==> config.mk <==
export PLATFORM = sky130hd
export DESIGN_NAME = pix_pair_cache
export DESIGN_NICKNAME = d
export VERILOG_FILES = /design/src/rtl/pcache_pkg.sv /design/src/rtl/pcache_fill_ctl.sv /design/src/rtl/pcache_store.sv /design/src/rtl/pcache_read_ctl.sv /design/src/rtl/pix_pair_cache.sv
export SDC_FILE = /design/constraint.sdc
export NUM_CORES = 1
export LEC_CHECK = 0
export ABC_AREA = 1
export BUFFER_PORTS_ARGS = -buffer_cell sky130_fd_sc_hd__buf_2
export CORE_MARGIN = 2
export CORE_UTILIZATION = 52
export CTS_CLUSTER_DIAMETER = 200
export CTS_CLUSTER_SIZE = 24
export DETAILED_ROUTE_END_ITERATION = 16
export PLACE_DENSITY_LB_ADDON = 0.12
export SKIP_LAST_GASP = 1
export SYNTH_ARGS = -nofsm -noshare
export SYNTH_HDL_FRONTEND = slang
export SYNTH_HIERARCHICAL = 1
export SYNTH_SLANG_ARGS = --single-unit
==> constraint.sdc <==
create_clock -name clk -period 2.1 [get_ports clk]
set_input_delay 0.42 -clock clk [delete_from_list [all_inputs] [get_ports clk]]
set_output_delay 0.42 -clock clk [all_outputs]
set_load 0.05 [all_outputs]
==> src/rtl/pcache_pkg.sv <==
package pcache_pkg;

    typedef enum logic [1:0] {
        KM_K3S1 = 2'b00,
        KM_K1S1 = 2'b01,
        KM_K3S2 = 2'b10,
        KM_RSVD = 2'b11
    } kmode_e;

    localparam int AREAS = 2;

    typedef logic [AREAS-1:0] area_vec_t;

    // Read-side view produced each cycle by the pointer logic
    typedef struct packed {
        logic      vld;
        logic      accept;
        area_vec_t fin;
    } rd_view_t;

    function automatic logic wants_pair(kmode_e m);
        return m == KM_K3S2;
    endfunction

    function automatic int unsigned step_of(kmode_e m);
        return wants_pair(m) ? 2 : 1;
    endfunction

endpackage

==> src/rtl/pcache_fill_ctl.sv <==
module pcache_fill_ctl
    import pcache_pkg::*;
(
    input  logic      clk,
    input  logic      rst,
    input  logic      init_rd_i,
    input  area_vec_t fin_i,
    output logic      fifo_rd_o,
    output area_vec_t we_o
);
    logic      init_sel_q;
    area_vec_t req;
    area_vec_t we_q;

    always_comb begin
        req = fin_i;
        if (init_rd_i) begin
            req[init_sel_q] = 1'b1;
        end
    end

    assign fifo_rd_o = |req;
    assign we_o      = we_q;

    always_ff @(posedge clk) begin
        if (rst) begin
            init_sel_q <= 1'b0;
            we_q       <= '0;
        end else begin
            we_q <= req;
            if (init_rd_i) begin
                init_sel_q <= ~init_sel_q;
            end
        end
    end

    // A refill request always turns into a write in the following cycle
    p_req_to_write_r4: assert property (@(posedge clk) disable iff (rst)
        fifo_rd_o |=> (we_o != '0));

endmodule

==> src/rtl/pcache_store.sv <==
module pcache_store
    import pcache_pkg::*;
#(
    parameter int PIX_W = 16,
    parameter int LANES = 4,
    localparam int DEPTH = AREAS * LANES,
    localparam int PTR_W = $clog2(DEPTH)
) (
    input  logic                   clk,
    input  logic                   rst,
    input  logic [LANES*PIX_W-1:0] word_i,
    input  area_vec_t              we_i,
    input  area_vec_t              fin_i,
    input  logic [PTR_W-1:0]       ptr0_i,
    input  logic [PTR_W-1:0]       ptr1_i,
    output area_vec_t              full_o,
    output logic [PIX_W-1:0]       pix0_o,
    output logic [PIX_W-1:0]       pix1_o
);
    logic [PIX_W-1:0] mem [DEPTH];
    area_vec_t        full_q;

    for (genvar a = 0; a < AREAS; a++) begin : g_area
        for (genvar k = 0; k < LANES; k++) begin : g_lane
            always_ff @(posedge clk) begin
                if (we_i[a]) begin
                    mem[a*LANES+k] <= word_i[k*PIX_W +: PIX_W];
                end
            end
        end

        always_ff @(posedge clk) begin
            if (rst) begin
                full_q[a] <= 1'b0;
            end else if (we_i[a]) begin
                full_q[a] <= 1'b1;
            end else if (fin_i[a]) begin
                full_q[a] <= 1'b0;
            end
        end
    end

    assign full_o = full_q;
    assign pix0_o = mem[ptr0_i];
    assign pix1_o = mem[ptr1_i];

    // Pixels still waiting to be read are never overwritten
    p_no_overwrite_r7: assert property (@(posedge clk) disable iff (rst)
        (we_i & full_q) == '0);

endmodule

==> src/rtl/pcache_read_ctl.sv <==
module pcache_read_ctl
    import pcache_pkg::*;
#(
    parameter int LANES = 4,
    localparam int DEPTH = AREAS * LANES,
    localparam int PTR_W = $clog2(DEPTH),
    localparam int OFS_W = PTR_W - 1
) (
    input  logic             clk,
    input  logic             rst,
    input  kmode_e           mode_i,
    input  logic             rd_req_i,
    input  area_vec_t        full_i,
    output logic [PTR_W-1:0] ptr0_o,
    output logic [PTR_W-1:0] ptr1_o,
    output rd_view_t         view_o
);
    logic [PTR_W-1:0] ptr_q;
    logic [PTR_W-1:0] ptr_p1;
    logic             area0, area1;
    logic             pair;
    rd_view_t         view;

    assign ptr_p1 = ptr_q + PTR_W'(1);
    assign area0  = ptr_q[PTR_W-1];
    assign area1  = ptr_p1[PTR_W-1];
    assign pair   = wants_pair(mode_i);

    always_comb begin
        view        = '0;
        view.vld    = full_i[area0] && (!pair || full_i[area1]);
        view.accept = rd_req_i && view.vld;
        if (view.accept) begin
            if (ptr_q[OFS_W-1:0] == {OFS_W{1'b1}}) begin
                view.fin[area0] = 1'b1;
            end
            if (pair && ptr_p1[OFS_W-1:0] == {OFS_W{1'b1}}) begin
                view.fin[area1] = 1'b1;
            end
        end
    end

    always_ff @(posedge clk) begin
        if (rst) begin
            ptr_q <= '0;
        end else if (view.accept) begin
            ptr_q <= ptr_q + PTR_W'(step_of(mode_i));
        end
    end

    assign ptr0_o = ptr_q;
    assign ptr1_o = ptr_p1;
    assign view_o = view;

    // No read, no movement
    p_hold_idle_r8: assert property (@(posedge clk) disable iff (rst)
        !(rd_req_i && view.vld) |=> $stable(ptr_q));

    // Two consumed entries can never both end an area
    p_single_drain_r7: assert property (@(posedge clk) disable iff (rst)
        $onehot0(view.fin));

endmodule

==> src/rtl/pix_pair_cache.sv <==
module pix_pair_cache
    import pcache_pkg::*;
#(
    parameter int PIX_W = 16,
    parameter int LANES = 4,
    localparam int DEPTH = AREAS * LANES,
    localparam int PTR_W = $clog2(DEPTH)
) (
    input  logic                   clk,
    input  logic                   rst,
    input  logic [1:0]             mode_i,
    input  logic                   rd_req_i,
    input  logic                   init_rd_i,
    input  logic [LANES*PIX_W-1:0] fifo_word_i,
    output logic                   fifo_rd_o,
    output logic                   pix_vld_o,
    output logic [PIX_W-1:0]       pix0_o,
    output logic [PIX_W-1:0]       pix1_o
);
    kmode_e           mode;
    area_vec_t        full;
    area_vec_t        we;
    rd_view_t         view;
    logic [PTR_W-1:0] ptr0, ptr1;

    assign mode = kmode_e'(mode_i);

    pcache_read_ctl #(.LANES(LANES)) u_read (
        .clk      (clk),
        .rst      (rst),
        .mode_i   (mode),
        .rd_req_i (rd_req_i),
        .full_i   (full),
        .ptr0_o   (ptr0),
        .ptr1_o   (ptr1),
        .view_o   (view)
    );

    pcache_fill_ctl u_fill (
        .clk       (clk),
        .rst       (rst),
        .init_rd_i (init_rd_i),
        .fin_i     (view.fin),
        .fifo_rd_o (fifo_rd_o),
        .we_o      (we)
    );

    pcache_store #(.PIX_W(PIX_W), .LANES(LANES)) u_store (
        .clk    (clk),
        .rst    (rst),
        .word_i (fifo_word_i),
        .we_i   (we),
        .fin_i  (view.fin),
        .ptr0_i (ptr0),
        .ptr1_i (ptr1),
        .full_o (full),
        .pix0_o (pix0_o),
        .pix1_o (pix1_o)
    );

    assign pix_vld_o = view.vld;

    // Nothing is presented straight out of reset
    p_reset_empty_r1: assert property (@(posedge clk)
        rst |=> !pix_vld_o);

    // A FIFO read lands as a filled area two cycles later
    p_fill_lands_r4: assert property (@(posedge clk) disable iff (rst)
        fifo_rd_o |=> ##1 (full != '0));

    // A drain is always paired with a FIFO request in the same cycle
    p_drain_reads_r2: assert property (@(posedge clk) disable iff (rst)
        (view.fin != '0) |-> fifo_rd_o);

endmodule

==> impl_results.md <==
- Status: complete, but fails checks
- Failing checks: setup timing
- Final worst setup slack: -0.358 ns
- Peak VDD IR: 705 uV
- Lkg Pwr: 0.00483 uW
- Area of the multi-input gates: 3100 um2
- Slowest-stage cell, CP: dfxtp_4
- Max cap viols: 0
- Critical Path Start Type: flop
- Worst Path Required: about 1.7 ns
- Longest Clk Path Bufs: 2
- Fill count: 1083
- Vias: about 6500
- Cells along the critical path: buf_4 > buf_4 > buf_12 > clkinv_16 > clkbuf_16 > nand2_1 > nand3_1 > nand2_1 > nand2_1 > nand2_1 > buf_4
- YS warnings: 6
- PD cells: 729 nW/um2
- Post-Syn Area: 7490 um2
- Crit path capture type: output pin
- Vias in the first global route: 5849
- Vias per std cell: 5.16
- Slew Limit Fails: 0
- Half-perimeter wire length after placement: 11800 um
- Insertion delay to the later sink of the worst-skew pair: ~0.42 ns
- Register area: approximately 4000 um2
- Row count: between 40 and 50
- Clock sink count: approximately 140
- Combinational share of power: 0.200
- CP Data Arrival Time: slightly above 2 ns
- Post-synthesis instance total: 937
- GRT overflow: 0
- Clock root buffer: clkbuf_16
- Die Span Y: 124 um
- Nets@finish: 1150
- Final setup fails: 34
- Final WL: 20200 um
- Tot GR Track Use: 0.253
- Mapped Nets: around 1000
- Most common cell on crit path: nand2_1
- Period utilization: 1.17
- Buffers plus inverters on the worst setup path: 6
- Top Family by Delay on Critical Path: buffers and inverters
- Internal cell power: 5400 uW
- Layout area overhead: 36.7%
- WHS: 0.181 ns
- Post-route DRC: 0
- Largest net degree at the start of global routing: 43
- Fin crit period: 2.46 ns
- Clk_skew: 0.00533 ns
- TritonCTS Buffers: 17
- Clock share of power: 0.381
- Critical Path Max Stage Delay: 0.39 ns
- CTS tree: built
- Core Area: approximately 14000 um2
- Initial core utilization: 0.535
- Die Wd: 124 um
- Fmax: approximately 0.41 GHz
- Most frequent cells in the layout: nand2_1, inv_1, edfxtp_1
- Initial antenna violation count: 4
- Drt first pass iters: 5
- Area of the die: between 15000 and 20000 um2
- PortBufs: 103
- WL/cell: about 16 um
- Share of layout cells above drive strength 1: 0.291
- Sequential power share: 0.419
- Type of the worst setup path: reg -> out
- Ports: 104
- Maximum fanout along the worst path: 5
- Final Hold Vio Count: 0
- RSZ-0062 raised after global routing: true
- Reg2Reg Setup Slack: 0.33 ns
- RePlAce Congestion: 0.871
- Antenna Nets Post-Route: 0
- H-tree depth: 4
- First-iteration detailed-routing DRC count: 618
- Worst min path class: in -> reg
- Most common cell after layout, fill and taps aside: nand2_1
- Switching Fraction: 0.276
- Net Sw Power: 2060 uW
- Clock-pin slew of the registers on the worst-case setup and hold paths: around 0.06 ns
- Max-slew headroom: 0.607
- Worst slew pin tran: a little under 0.6 ns
- First-pass GRT wire length: 29000 um
- Synthesized area per cell: 7.99 um2
- Place WS: -0.138 ns
==> registers in the layout, indices dropped and copies added, names as in the netlist <==
| name | cells |
|---|---|
| u_fill/init_sel_q | 1 |
| u_fill/we_o | 2 |
| u_read/ptr0_o | 3 |
| u_store/full_o | 2 |
| u_store/mem | 128 |
==> layout make-up <==
type | instances | area share
clock inverter | 14 | 0.0131
clock buffer | 18 | 0.0419
timing repair buffer | 161 | 0.162
timing repair inverter | 1 | 0.00110
inverter | 157 | 0.0633
sequential | 136 | 0.393
antenna | 4 | 0.000978
multi-input combinational | 598 | 0.303
tap | 180 | 0.0220
==> worst paths after layout <==
path | from | to | cells after the start
worst max-delay path | u_read/ptr0_o[0]$_SDFFE_PP0P_ | pix0_o[4] | 11
worst min register to register | u_fill/init_sel_q$_SDFFE_PP0P_ | u_fill/init_sel_q$_SDFFE_PP0P_ | 2
worst max register to register | u_read/ptr0_o[0]$_SDFFE_PP0P_ | u_read/ptr0_o[1]$_SDFFE_PP0P_ | 9
worst min-delay path | fifo_word_i[52] | u_store/mem[3][4]$_DFFE_PP_ | 1
==> power by group through the flow <==
stage	registers, uW	clock network, uW	logic (uW)
3_5_place_dp	3180	0	1070
3_3_place_gp	3170	0	1060
4_1_cts	3120	2880	1290
5_1_grt	3130	3000	1590
6_report	3120	2840	1490
2_1_floorplan	3180	0	759
==> metrics by stage <==
stage	utilization	area (um2)	total power (uW)	TNS, ns	instances
2_1_floorplan	-	7590	3940	0	937
3_3_place_gp	0.599	8380	4230	-0.301	1213
3_5_place_dp	0.599	8380	4240	-1.08	1213
4_1_cts	0.678	9490	7290	-8.21	1251
5_1_grt	0.731	10200	7720	-11.66	1267
6_report	0.732	10200	7460	-9.13	1269
==> metal layers <==
layer | GRT usage | vias up | part of all wire
met3 | 0.0696 | 53 | 0.075
met4 | 0.0843 | 2 | 0.029
li1 | - | 3185 | -
met1 | 0.325 | 3017 | 0.41
met2 | 0.415 | 287 | 0.48
met5 | 0 | - | 0.00064
==> what timing repair did <==
action	CTS	global route
hold buffers	0	0
endpoints found under the setup margin	34	34
setup buffers	3	7
gates cloned	3	8
resized for setup	131	124
pin swaps	6	62
(Power assumes the default switching activity.)
